==> config.mk <==
export PLATFORM = sky130hd
export DESIGN_NAME = spi_host_ctl
export DESIGN_NICKNAME = d
export VERILOG_FILES = /design/src/rtl/spi_host_pkg.sv /design/src/rtl/spi_host_regs.sv /design/src/rtl/spi_host_shift.sv /design/src/rtl/spi_host_ctl.sv
export SDC_FILE = /design/constraint.sdc
export NUM_CORES = 1
export LEC_CHECK = 0
export BUFFER_PORTS_ARGS = -buffer_cell sky130_fd_sc_hd__buf_4
export CAP_MARGIN = 30
export CORE_AREA = 2 2 193 195
export DETAILED_ROUTE_END_ITERATION = 8
export DIE_AREA = 0 0 195 197
export PLACE_DENSITY = 0.54
export SYNTH_ARGS = -nofsm -noshare
export SYNTH_HDL_FRONTEND = slang
export SYNTH_HIERARCHICAL = 1
export SYNTH_SLANG_ARGS = --single-unit
==> constraint.sdc <==
create_clock -name clk -period 5.8 [get_ports clk]
set_clock_uncertainty 0.1 [all_clocks]
set_input_delay 1.45 -clock clk [delete_from_list [all_inputs] [get_ports clk]]
set_output_delay 1.45 -clock clk [all_outputs]
set_load 0.01 [all_outputs]
==> src/rtl/spi_host_pkg.sv <==
package spi_host_pkg;

  localparam int BUS_W    = 32;
  localparam int CHAR_MAX = 16;
  localparam int CHAR_MIN = 8;
  localparam int BITS_W   = $clog2(CHAR_MAX + 1);

  localparam logic [7:0] OFS_CTRL = 8'h00;
  localparam logic [7:0] OFS_MODE = 8'h04;
  localparam logic [7:0] OFS_RXD  = 8'h08;
  localparam logic [7:0] OFS_TXD  = 8'h0C;
  localparam logic [7:0] OFS_STAT = 8'h10;
  localparam logic [7:0] OFS_CFG0 = 8'h30;

  // per-select line setup
  typedef struct packed {
    logic [7:0] div;
    logic [3:0] len;
    logic       lead_cap;   // 1: capture on leading edge
    logic       cpol;
  } chan_cfg_t;

  function automatic logic [BITS_W-1:0] char_bits(input logic [3:0] len);
    if (len > 4'd8) return BITS_W'(CHAR_MAX);
    return BITS_W'(CHAR_MIN) + BITS_W'(len);
  endfunction

endpackage

==> src/rtl/spi_host_regs.sv <==
module spi_host_regs
  import spi_host_pkg::*;
#(
  parameter int NCS = 4,
  parameter int AW  = 8,
  localparam int SW = (NCS > 1) ? $clog2(NCS) : 1
) (
  input  logic                clk,
  input  logic                rst,
  input  logic [AW-1:0]       addr,
  input  logic                wr,
  input  logic                rd,
  input  logic [BUS_W-1:0]    wdata,
  output logic [BUS_W-1:0]    rdata,
  output logic                soft_rst,
  output logic                go,
  output logic [CHAR_MAX-1:0] tx_word,
  output chan_cfg_t           cfg,
  output logic [SW-1:0]       sel,
  input  logic                take,
  input  logic                done,
  input  logic                busy,
  input  logic [CHAR_MAX-1:0] rx_word
);

  logic            en_q, master_q, nofault_q, wfr_q;
  logic [NCS-1:0]  pcs_q;
  chan_cfg_t       csr_q [NCS];
  logic            pend_q, rdrf_q, ovr_q;
  logic [CHAR_MAX-1:0] hold_q, rdr_q;
  logic            sel_ok;
  logic            rd_rxd;
  logic [BUS_W-1:0] rd_mux;

  assign soft_rst = wr && (addr == AW'(OFS_CTRL)) && wdata[7];
  assign rd_rxd   = rd && (addr == AW'(OFS_RXD));

  // lowest-numbered zero bit wins
  always_comb begin
    sel    = '0;
    sel_ok = 1'b0;
    for (int i = NCS - 1; i >= 0; i--) begin
      if (!pcs_q[i]) begin
        sel    = SW'(i);
        sel_ok = 1'b1;
      end
    end
  end

  assign cfg     = csr_q[sel];
  assign tx_word = hold_q;
  assign go      = en_q && master_q && pend_q && sel_ok && (cfg.div != 8'd0)
                   && !(wfr_q && (rdrf_q || done));

  always_comb begin
    rd_mux = '0;
    case (addr)
      AW'(OFS_CTRL): rd_mux = '0;
      AW'(OFS_MODE): rd_mux = (BUS_W'(pcs_q) << 16) | BUS_W'({wfr_q, nofault_q, 3'b000, master_q});
      AW'(OFS_RXD):  rd_mux = BUS_W'(rdr_q);
      AW'(OFS_STAT): rd_mux = (BUS_W'(en_q) << 16) | (BUS_W'(!pend_q && !busy) << 9)
                              | (BUS_W'(ovr_q) << 3) | (BUS_W'(!pend_q) << 1) | BUS_W'(rdrf_q);
      default: begin
        for (int i = 0; i < NCS; i++)
          if (addr == AW'(OFS_CFG0 + 4 * i))
            rd_mux = BUS_W'({csr_q[i].div, csr_q[i].len, 2'b00, csr_q[i].lead_cap, csr_q[i].cpol});
      end
    endcase
  end

  always_ff @(posedge clk) begin
    if (rst || soft_rst) begin
      en_q      <= 1'b0;
      master_q  <= 1'b0;
      nofault_q <= 1'b0;
      wfr_q     <= 1'b0;
      pcs_q     <= '1;
      for (int i = 0; i < NCS; i++) csr_q[i] <= '0;
      pend_q    <= 1'b0;
      rdrf_q    <= 1'b0;
      ovr_q     <= 1'b0;
      hold_q    <= '0;
      rdr_q     <= '0;
      rdata     <= '0;
    end else begin
      if (wr && addr == AW'(OFS_CTRL)) begin
        if (wdata[1])      en_q <= 1'b0;
        else if (wdata[0]) en_q <= 1'b1;
      end
      if (wr && addr == AW'(OFS_MODE)) begin
        master_q  <= wdata[0];
        nofault_q <= wdata[4];
        wfr_q     <= wdata[5];
        pcs_q     <= wdata[16 +: NCS];
      end
      for (int i = 0; i < NCS; i++) begin
        if (wr && addr == AW'(OFS_CFG0 + 4 * i)) begin
          csr_q[i].cpol     <= wdata[0];
          csr_q[i].lead_cap <= wdata[1];
          csr_q[i].len      <= wdata[7:4];
          csr_q[i].div      <= wdata[15:8];
        end
      end
      if (take) pend_q <= 1'b0;
      if (wr && addr == AW'(OFS_TXD)) begin
        hold_q <= wdata[CHAR_MAX-1:0];
        pend_q <= 1'b1;
      end
      if (rd_rxd) begin
        rdrf_q <= 1'b0;
        ovr_q  <= 1'b0;
      end
      if (done) begin
        rdr_q  <= rx_word;
        rdrf_q <= 1'b1;
        if (rdrf_q && !rd_rxd) ovr_q <= 1'b1;
      end
      if (rd) rdata <= rd_mux;
    end
  end

  a_r11_hold_when_full: assert property (@(posedge clk) disable iff (rst)
    (wfr_q && rdrf_q) |-> !take);
  a_r10_ovr_from_full: assert property (@(posedge clk) disable iff (rst)
    $rose(ovr_q) |-> $past(rdrf_q));
  a_r8_read_clears: assert property (@(posedge clk) disable iff (rst)
    (rd_rxd && !done && !soft_rst) |=> !rdrf_q);
  a_r7_no_zero_div: assert property (@(posedge clk) disable iff (rst)
    take |-> (cfg.div != 8'd0));

endmodule

==> src/rtl/spi_host_shift.sv <==
module spi_host_shift
  import spi_host_pkg::*;
#(
  parameter int NCS = 4,
  localparam int SW = (NCS > 1) ? $clog2(NCS) : 1
) (
  input  logic                clk,
  input  logic                rst,
  input  logic                go,
  input  chan_cfg_t           cfg,
  input  logic [SW-1:0]       sel,
  input  logic [CHAR_MAX-1:0] tx_word,
  output logic                take,
  output logic                done,
  output logic                busy,
  output logic [CHAR_MAX-1:0] rx_word,
  output logic                sck,
  output logic                mosi,
  output logic [NCS-1:0]      cs_n,
  input  logic                miso
);

  typedef enum logic [1:0] {S_IDLE, S_LEAD, S_TRAIL} st_t;

  st_t                 state;
  logic [7:0]          cnt, dv;
  logic                cpol_q, lead_q;
  logic [BITS_W-1:0]   nb, bitn, nb_new;
  logic [CHAR_MAX-1:0] sreg, rreg, tx_al;
  logic                last;

  function automatic logic [7:0] half_a(input logic [7:0] d);
    return d - (d >> 1);
  endfunction

  function automatic logic [7:0] half_b(input logic [7:0] d);
    return ((d >> 1) == 8'd0) ? 8'd1 : (d >> 1);
  endfunction

  assign nb_new  = char_bits(cfg.len);
  assign tx_al   = tx_word << (CHAR_MAX - int'(nb_new));
  assign last    = (bitn == nb - 1'b1);
  assign busy    = (state != S_IDLE);
  assign done    = (state == S_TRAIL) && (cnt == 8'd1) && last;
  assign take    = go && ((state == S_IDLE) || done);
  assign rx_word = lead_q ? rreg : {rreg[CHAR_MAX-2:0], miso};

  always_ff @(posedge clk) begin
    if (rst) begin
      state  <= S_IDLE;
      cnt    <= '0;
      dv     <= '0;
      cpol_q <= 1'b0;
      lead_q <= 1'b0;
      nb     <= BITS_W'(CHAR_MIN);
      bitn   <= '0;
      sreg   <= '0;
      rreg   <= '0;
      sck    <= 1'b0;
      mosi   <= 1'b0;
      cs_n   <= '1;
    end else if (take) begin
      state  <= S_LEAD;
      cnt    <= half_a(cfg.div);
      dv     <= cfg.div;
      cpol_q <= cfg.cpol;
      lead_q <= cfg.lead_cap;
      nb     <= nb_new;
      bitn   <= '0;
      sreg   <= tx_al;
      rreg   <= '0;
      mosi   <= tx_al[CHAR_MAX-1];
      sck    <= cfg.cpol;
      cs_n   <= ~(NCS'(1) << sel);
    end else begin
      case (state)
        S_IDLE: begin
          sck  <= cfg.cpol;
          cs_n <= '1;
        end
        S_LEAD: begin
          if (cnt == 8'd1) begin
            state <= S_TRAIL;
            cnt   <= half_b(dv);
            sck   <= ~cpol_q;
            if (lead_q) rreg <= {rreg[CHAR_MAX-2:0], miso};
            else        mosi <= sreg[CHAR_MAX-1];
          end else begin
            cnt <= cnt - 8'd1;
          end
        end
        S_TRAIL: begin
          if (cnt == 8'd1) begin
            sck  <= cpol_q;
            sreg <= sreg << 1;
            if (!lead_q) rreg <= {rreg[CHAR_MAX-2:0], miso};
            if (last) begin
              state <= S_IDLE;
            end else begin
              bitn  <= bitn + 1'b1;
              state <= S_LEAD;
              cnt   <= half_a(dv);
              if (lead_q) mosi <= sreg[CHAR_MAX-2];
            end
          end else begin
            cnt <= cnt - 8'd1;
          end
        end
        default: state <= S_IDLE;
      endcase
    end
  end

  a_r4_one_select: assert property (@(posedge clk) disable iff (rst)
    $onehot0(~cs_n));
  a_r4_busy_selected: assert property (@(posedge clk) disable iff (rst)
    busy |-> (cs_n != '1));
  a_r6_bit_range: assert property (@(posedge clk) disable iff (rst)
    busy |-> (bitn < nb));
  a_r7_sck_steady: assert property (@(posedge clk) disable iff (rst)
    (state == S_LEAD && cnt != 8'd1) |=> $stable(sck));

endmodule

==> src/rtl/spi_host_ctl.sv <==
module spi_host_ctl
  import spi_host_pkg::*;
#(
  parameter int NCS = 4,
  localparam int SW = (NCS > 1) ? $clog2(NCS) : 1
) (
  input  logic             clk,
  input  logic             rst,
  input  logic [7:0]       bus_addr,
  input  logic             bus_wr,
  input  logic             bus_rd,
  input  logic [BUS_W-1:0] bus_wdata,
  output logic [BUS_W-1:0] bus_rdata,
  output logic             spi_sck,
  output logic             spi_mosi,
  input  logic             spi_miso,
  output logic [NCS-1:0]   spi_cs_n
);

  logic                soft_rst, go, take, done, busy;
  logic [CHAR_MAX-1:0] tx_word, rx_word;
  chan_cfg_t           cfg;
  logic [SW-1:0]       sel;

  spi_host_regs #(.NCS(NCS), .AW(8)) u_regs (
    .clk     (clk),
    .rst     (rst),
    .addr    (bus_addr),
    .wr      (bus_wr),
    .rd      (bus_rd),
    .wdata   (bus_wdata),
    .rdata   (bus_rdata),
    .soft_rst(soft_rst),
    .go      (go),
    .tx_word (tx_word),
    .cfg     (cfg),
    .sel     (sel),
    .take    (take),
    .done    (done),
    .busy    (busy),
    .rx_word (rx_word)
  );

  spi_host_shift #(.NCS(NCS)) u_shift (
    .clk    (clk),
    .rst    (rst || soft_rst),
    .go     (go),
    .cfg    (cfg),
    .sel    (sel),
    .tx_word(tx_word),
    .take   (take),
    .done   (done),
    .busy   (busy),
    .rx_word(rx_word),
    .sck    (spi_sck),
    .mosi   (spi_mosi),
    .cs_n   (spi_cs_n),
    .miso   (spi_miso)
  );

endmodule

==> results of run 1 <==
area by class of cell:
cell class / instances / area share
clock buffer: 19 / 0.0374
clock inverter: 13 / 0.0124
inverter: 51 / 0.0162
multi-input combinational: 860 / 0.483
sequential: 187 / 0.355
tap: 468 / 0.0482
timing repair buffer: 76 / 0.0480
critical path: stages, from the launching register on:
cell	delay, ns
sky130_fd_sc_hd__dfxtp_1	0.39
sky130_fd_sc_hd__nand2b_1	0.39
sky130_fd_sc_hd__a21boi_2	0.75
sky130_fd_sc_hd__buf_4	0.31
sky130_fd_sc_hd__mux2i_1	0.19
sky130_fd_sc_hd__a21oi_1	0.19
sky130_fd_sc_hd__nor2b_2	0.19
sky130_fd_sc_hd__inv_1	0.11
sky130_fd_sc_hd__ha_1	0.71
sky130_fd_sc_hd__mux4_2	0.44
sky130_fd_sc_hd__mux2_2	0.31
sky130_fd_sc_hd__nand2b_1	0.16
sky130_fd_sc_hd__a32oi_1	0.24
sky130_fd_sc_hd__a311oi_1	0.12
cells by family (layout without fill, tap and decap cells):
family | Yosys count | count (layout) | share of synthesized area
AO/OA/AOI/OAI | 280 | 280 | 0.171
other | 1 | 12 | 0.000348
XOR/XNOR | 24 | 24 | 0.0195
multiplexers | 93 | 93 | 0.105
adder cells (fa/ha/maj) | 29 | 29 | 0.0350
AND/OR/NAND/NOR | 422 | 422 | 0.209
flip-flops | 187 | 187 | 0.399
buffers and inverters | 136 | 159 | 0.0617
worst min-delay path by stage:
stage	end	slack, ns	cells past startpoint
after floorplan	u_regs/tx_word[15]$_SDFFE_PP0P_	0.33	2
after global placement	u_shift/sreg[0]$_SDFFE_PP0P_	0.34	2
after detailed placement	u_shift/dv[0]$_SDFFE_PP0P_	0.35	2
after CTS	u_shift/dv[0]$_SDFFE_PP0P_	0.36	2
after global routing	u_shift/cpol_q$_SDFFE_PP0P_	0.40	2
final	u_shift/dv[0]$_SDFFE_PP0P_	0.36	2
metal layers:
metal,part of all wire,up-vias,global-route usage
met5,0.00044,-,0
met4,0.021,2,0.0478
met3,0.037,41,0.0224
met2,0.47,187,0.253
met1,0.48,4161,0.212
li1,-,4223,-
registers in the layout, indices dropped and copies added (netlist names), 8 cells and up:
name and flops:
u_regs/rdata 20, u_shift/sreg 16, u_regs/csr_q 56, u_shift/dv 8, u_shift/cnt 8, u_regs/tx_word 16
u_regs/rdr_q 16, u_shift/rreg 16
power groups by stage:
stage	Clock, mW	Sequential, mW	Combinational, mW
after floorplan	0	1.42	0.226
after global placement	0	1.43	0.306
after detailed placement	0	1.43	0.308
after CTS	1.23	1.40	0.310
after global routing	1.27	1.40	0.342
final	1.20	1.40	0.311
metrics by stage:
| stage | setup slack, ns | hold WS (ns) | cell area, um2 | util |
|---|---|---|---|---|
| floorplan | 1.55 | 0.333 | 10800 | - |
| global placement | 1.06 | 0.344 | 11500 | 0.318 |
| detailed placement | 1.02 | 0.348 | 11500 | 0.318 |
| CTS | 0.987 | 0.358 | 12100 | 0.335 |
| global route | 0.704 | 0.398 | 12100 | 0.335 |
| finish | 1.04 | 0.356 | 12100 | 0.335 |
cell usage in the layout (no fill, tap or decap), types with 13 or more instances in the layout:
master / instances
sky130_fd_sc_hd__o21ai_0: 48
sky130_fd_sc_hd__o22ai_1: 13
sky130_fd_sc_hd__nand2b_1: 20
sky130_fd_sc_hd__nor2b_1: 20
sky130_fd_sc_hd__xor2_1: 14
sky130_fd_sc_hd__mux2_2: 19
sky130_fd_sc_hd__edfxtp_1: 56
sky130_fd_sc_hd__mux4_2: 14
sky130_fd_sc_hd__a221oi_1: 19
sky130_fd_sc_hd__ha_1: 27
sky130_fd_sc_hd__buf_4: 75
sky130_fd_sc_hd__and2_1: 75
sky130_fd_sc_hd__o211ai_1: 14
sky130_fd_sc_hd__mux2i_1: 60
sky130_fd_sc_hd__dfxtp_1: 131
sky130_fd_sc_hd__nand3_1: 34
sky130_fd_sc_hd__inv_1: 50
sky130_fd_sc_hd__nand2_1: 118
sky130_fd_sc_hd__a21oi_1: 91
sky130_fd_sc_hd__clkbuf_16: 18
sky130_fd_sc_hd__nor2_1: 71
==> impl_metrics.ini, run 1 <==
[place]
place.detailed.hpwl_mm = 21.1
buffer_ports.inserted = 58
gp_routability_congestion = 0.848
placed_cells_incl_taps = 1642

[cts]
cts-hold-fix-buffers = 0
postCtsResizedCells = 0
cts_root_buffer = sky130_fd_sc_hd__clkbuf_16
clock_tree_from_tritoncts = done
ctsHtreeMaxLevel = 4
post-cts-setup-buffer-count = 0
clk_pin_slew_ns = 0.08
cts_inserted_buffers = 17
worstSkewPairLatency_ns = 0.44
clk_path_buf_depth = 2
clock_sink_count = 187

[sta]
unrepaired_setup_endpoints_after_global_routing = no
timing_worst_slew_pin_value_ns = 1.14
post_route_fraction_of_the_period_consumed_by_the_critical_path = 0.820
hold_viol_final = 0
maxClockFrequency_mhz = 210
slew_viol_final = 0
setup-tns-final_ns = 0
maxSlewHeadroom = 0.235
final_period_minus_worst_setup_slack_ns = 4.76
report.final.setup_viol = 0

[worst_setup_path]
worstPathRequired_ns = 6.00
crit_path_max_fanout = 18
crit_end = u_shift/mosi$_SDFFE_PP0P_
end_kind = register
startpoint_type_of_the_worst_setup_path = register
crit-reg2reg-launch = u_regs/pcs_q[3]$_SDFFE_PP1P_
worst_r2r_endpoint = u_shift/mosi$_SDFFE_PP0P_
worst-r2r-setup-slack_ns = 1.04
timing.reg2reg.worst_path_depth = 13
setup.worst_path.start = u_regs/pcs_q[3]$_SDFFE_PP1P_
worst-endpoint-arrival_ns = 4.96
critical_path_class = reg2reg

[synthesis]
synth_top_area_share = 0.243
dominantRegCellSynth = sky130_fd_sc_hd__dfxtp_1
synth_seq_cells = 187
yosys.area.top_type = sky130_fd_sc_hd__dfxtp_1
synth.yosys.seq_area_share = 0.399
post_synth.cell_area_avg_um2 = 9.20
synth-edff-count = 56
synthDistinctLibCells = 81
syn_area_um2 = 10800
synth.cells.most_frequent = sky130_fd_sc_hd__dfxtp_1 (131), sky130_fd_sc_hd__nand2_1 (118), sky130_fd_sc_hd__a21oi_1 (91)
leading_cell_types_by_total_area_after_synthesis = sky130_fd_sc_hd__dfxtp_1 (24%), sky130_fd_sc_hd__edfxtp_1 (16%), sky130_fd_sc_hd__mux2i_1 (5.6%)
number_of_cells_produced_by_synthesis = 1172
yosysWarnings = 6
asyncSetResetFlopFracSynth = 0
yosysMostFrequentCell = sky130_fd_sc_hd__dfxtp_1

[drt]
wirelength_mm = 29.8
drt_pre_antenna_iters = 5
routedWlPerCell_um = 17.8
post_drt_via_cell_ratio = 5.15
detail_route.drc_violations = 0
ant_nets = 0
detailroute.via_count = 8614
detailedRoute.firstIterationViolations = 735

[final_layout]
layoutNonFillerInstCount = 1674
share_of_final_layout_standard_cells_stronger_than_drive_strength_1 = 0.144
final_nets = 1267
multi_input_comb_area_um2 = 5860
nFillCells = 3784
antennaDiodeCount = 0
regArea_um2 = 4300
area_growth_pct = 12.5

[global_route]
first_global_vias = 8136
grt_first_pass_wirelength_mm = 46.8
grt-ovfl-total = 0
grt_antenna_before_repair = 1
grt_start_max_net_pins = 52
globalRouteTotalUtil = 0.155

[die]
placementRows = 70
io_pins = 83
die_y_um = 197
design.die.area_um2 = 38400
initial_core_util = 0.297
fp.coreArea_um2 = 36300
die_x_um = 195

[status]
outcome = finished clean

[power]
share_clk_of_total_power = 0.412
p_seq_frac = 0.481
netSwitchingFraction = 0.278
power-per-cell-area_nw_per_um2 = 240
power_report.internal_total_mw = 2.10
irDropWorstVdd_uv = 153
net-switching-power_mw = 0.808
power_frac_comb = 0.107
cellLeakagePower_nw = 4.41
totalPowerFinal_mw = 2.91

[run]
max-cap-violations = 0

[hold_path]
holdCritStartpoint = u_shift/dv[0]$_SDFFE_PP0P_
holdCritPathClass = reg2reg
(Power assumes the default switching activity.)
==> run 2, diff against run 1 <==
Settings changed: ABC_AREA set to 1, CORE_AREA 2 2 193 195 to 2 2 195 197, DIE_AREA 0 0 195 197 to 0 0 197 199, PLACE_DENSITY 0.54 to 0.56.
Clock period 5.8 ns to 4.2 ns, I/O delays scaled along.
==> run 2 against run 1 <==
Against the previous run:
- hold slack improved by 0.0062 ns
- design area rose by 2.2%
- power rose by 32%
- routed wire length rose by 5.7%
- cell count rose by 24%
- largest cell class unchanged
- critical endpoint unchanged
- sequential share of layout area fell by 0.77 points
- core utilization fell by 0.059 points
- maximum frequency rose by 35%
- sequential power rose by 36%
- setup slack got worse by 0.37 ns
==> impl_metrics.ini, run 2 <==
[status]
outcome = finished clean

[cts]
clock_tree_from_tritoncts = done
worstSkewPairLatency_ns = 0.45
cts-hold-fix-buffers = 0
postCtsResizedCells = 0
ctsHtreeMaxLevel = 4
clk_pin_slew_ns = 0.07
clock_sink_count = 187
clk_path_buf_depth = 2
post-cts-setup-buffer-count = 0
cts_inserted_buffers = 17
cts_root_buffer = sky130_fd_sc_hd__clkbuf_16

[worst_setup_path]
crit_path_max_fanout = 13
end_kind = register
critical_path_class = reg2reg
timing.reg2reg.worst_path_depth = 20
worst-endpoint-arrival_ns = 3.81
startpoint_type_of_the_worst_setup_path = register
setup.worst_path.start = u_regs/pcs_q[2]$_SDFFE_PP1P_
crit-reg2reg-launch = u_regs/pcs_q[2]$_SDFFE_PP1P_
worstPathRequired_ns = 4.49

[power]
cellLeakagePower_nw = 5.14
totalPowerFinal_mw = 3.84
irDropWorstVdd_uv = 198
power-per-cell-area_nw_per_um2 = 309

[synthesis]
synthMuxAreaShare = 0
leading_cell_types_by_total_area_after_synthesis = sky130_fd_sc_hd__dfxtp_1 (24%), sky130_fd_sc_hd__edfxtp_1 (15%), sky130_fd_sc_hd__nand2_1 (12%)
yosysMostFrequentCell = sky130_fd_sc_hd__nand2_1
synth_seq_cells = 187
synth.yosys.seq_area_share = 0.393
synth_top_family_by_area = simple AND/OR/NAND/NOR gates
synth-edff-count = 56
asyncSetResetFlopFracSynth = 0
synth_adder_area_share = 0.0345
synth-xor-area-share = 0.00639
dominantRegCellSynth = sky130_fd_sc_hd__dfxtp_1
synthDistinctLibCells = 45
synthSimpleGateAreaFrac = 0.308
syn_area_um2 = 11000
yosysWarnings = 6
post_synth.cell_area_avg_um2 = 7.05
yosys.area.top_type = sky130_fd_sc_hd__dfxtp_1
number_of_cells_produced_by_synthesis = 1555
synth_top_area_share = 0.239
synth.cells.most_frequent = sky130_fd_sc_hd__nand2_1 (362), sky130_fd_sc_hd__inv_1 (169), sky130_fd_sc_hd__nor2_1 (167)
synthesized_area_fraction_occupied_by_ao_oa_aoi_and_oai_cells = 0.153

[final_layout]
nFillCells = 3954
layout.core_utilization = 0.334
largest_reg_flops = 56
registers_with_the_most_flip_flops = u_regs/csr_q (56), u_regs/rdata (20)
regMostFlops = u_regs/csr_q
share_of_final_layout_standard_cells_stronger_than_drive_strength_1 = 0.118
layout_commonest_cell = sky130_fd_sc_hd__nand2_1
mostFrequentLayoutCells = sky130_fd_sc_hd__nand2_1 (362), sky130_fd_sc_hd__inv_1 (169), sky130_fd_sc_hd__nor2_1 (167)
area_growth_pct = 13.1
final_nets = 1661
antennaDiodeCount = 0

[drt]
drt_pre_antenna_iters = 5
detail_route.drc_violations = 0
detailroute.via_count = 10200
wirelength_mm = 31.5
post_drt_via_cell_ratio = 4.90
ant_nets = 0
detailedRoute.firstIterationViolations = 758
routedWlPerCell_um = 15.2

[place]
place_ws_ns = 0.679
buffer_ports.inserted = 58
place.detailed.hpwl_mm = 23.2
gp_routability_congestion = 0.881

[sta]
maxClockFrequency_mhz = 284
final_period_minus_worst_setup_slack_ns = 3.53
unrepaired_setup_endpoints_after_global_routing = no
post_route_fraction_of_the_period_consumed_by_the_critical_path = 0.840
report.final.setup_viol = 0
hold_viol_final = 0
setup-tns-final_ns = 0
timing_worst_slew_pin_value_ns = 0.846
maxSlewHeadroom = 0.429
slew_viol_final = 0
setup_ws_ns = 0.674

[die]
initial_core_util = 0.295
fp.coreArea_um2 = 37100
placementRows = 71
die_y_um = 199
die_x_um = 197
design.die.area_um2 = 39200
io_pins = 83

[hold_path]
holdCritPathClass = reg2reg
hold_depth = 2
holdCritStartpoint = u_regs/rdata[18]$_SDFFE_PP0P_

[global_route]
grt-ovfl-total = 0
first_global_vias = 9476
grt_first_pass_wirelength_mm = 50.8
grt_start_max_net_pins = 60
grt_antenna_before_repair = 0
globalRouteTotalUtil = 0.165

[run]
max-cap-violations = 0
[run 2: cell types whose count changed after synthesis, sizes merged, moves of 76 or more]
cell   change
nand2    +259
nand3    +111
and2      -76
nor2     +113
inv      +128
o21ai     +79
[run 2: logic make-up after synthesis]
logic type,Yosys count
flip-flops,187
XOR/XNOR,8
AO/OA/AOI/OAI,307
AND/OR/NAND/NOR,758
buffers and inverters,265
other,1
adder cells (fa/ha/maj),29
[run 2: power breakdown]
part	leakage [nW]	internal, mW	switching [mW]
sequential	1.59	1.89	0.0169
clock	0.281	0.866	0.732
combinational	3.27	0.106	0.232
total	5.14	2.86	0.981
[run 2: path summary, 6_finish.rpt]
check,endpoint,slack (ns)
hold reg to reg,u_regs/rdata[18]$_SDFFE_PP0P_,0.36
hold / removal,u_regs/rdata[18]$_SDFFE_PP0P_,0.36
setup / recovery,u_shift/mosi$_SDFFE_PP0P_,0.67
setup reg to reg,u_shift/mosi$_SDFFE_PP0P_,0.67
[run 2: final cells by class]
class,instances,area (um2),area share
multi-input cells,1114,5550,0.447
flip-flops and latches,187,4300,0.347
repair buffers,87,698,0.0563
inverters,180,681,0.0549
well taps,474,593,0.0478
clock buffers,21,483,0.0389
clock inverters,11,97.6,0.00787
[run 2: routing by layer]
metal / vias up / GRT usage / part of all wire
met2: 279 / 0.274 / 0.47
met4: 0 / 0.0654 / 0.029
met5: - / 0 / 0
met3: 46 / 0.0259 / 0.051
li1: 5147 / - / -
met1: 4694 / 0.215 / 0.45
[run 2: through the flow]
| step | cell area, um2 | cells | hold slack, ns |
|---|---|---|---|
| floorplan | 11000 | 1566 | 0.335 |
| global placement | 11800 | 2041 | 0.351 |
| detailed placement | 11800 | 2041 | 0.353 |
| CTS | 12400 | 2073 | 0.366 |
| global route | 12400 | 2074 | 0.379 |
| finish | 12400 | 2074 | 0.362 |
[run 2: worst max-delay path: stages, from the launching register on]
cell	delay, ns
sky130_fd_sc_hd__dfxtp_1	0.40
sky130_fd_sc_hd__nand2_1	0.09
sky130_fd_sc_hd__nand2_2	0.07
sky130_fd_sc_hd__nand2_2	0.16
sky130_fd_sc_hd__inv_2	0.29
sky130_fd_sc_hd__nand2_1	0.09
sky130_fd_sc_hd__a31oi_1	0.37
sky130_fd_sc_hd__inv_1	0.09
sky130_fd_sc_hd__nand3_1	0.16
sky130_fd_sc_hd__nand2_2	0.16
sky130_fd_sc_hd__nand2_2	0.10
sky130_fd_sc_hd__ha_1	0.24
sky130_fd_sc_hd__inv_1	0.29
sky130_fd_sc_hd__nand3_1	0.16
sky130_fd_sc_hd__nand3_1	0.15
sky130_fd_sc_hd__nand2_1	0.07
sky130_fd_sc_hd__nand2_1	0.06
sky130_fd_sc_hd__nand3_1	0.12
sky130_fd_sc_hd__nand2_1	0.14
sky130_fd_sc_hd__nor2_1	0.05
sky130_fd_sc_hd__nor2_1	0.09
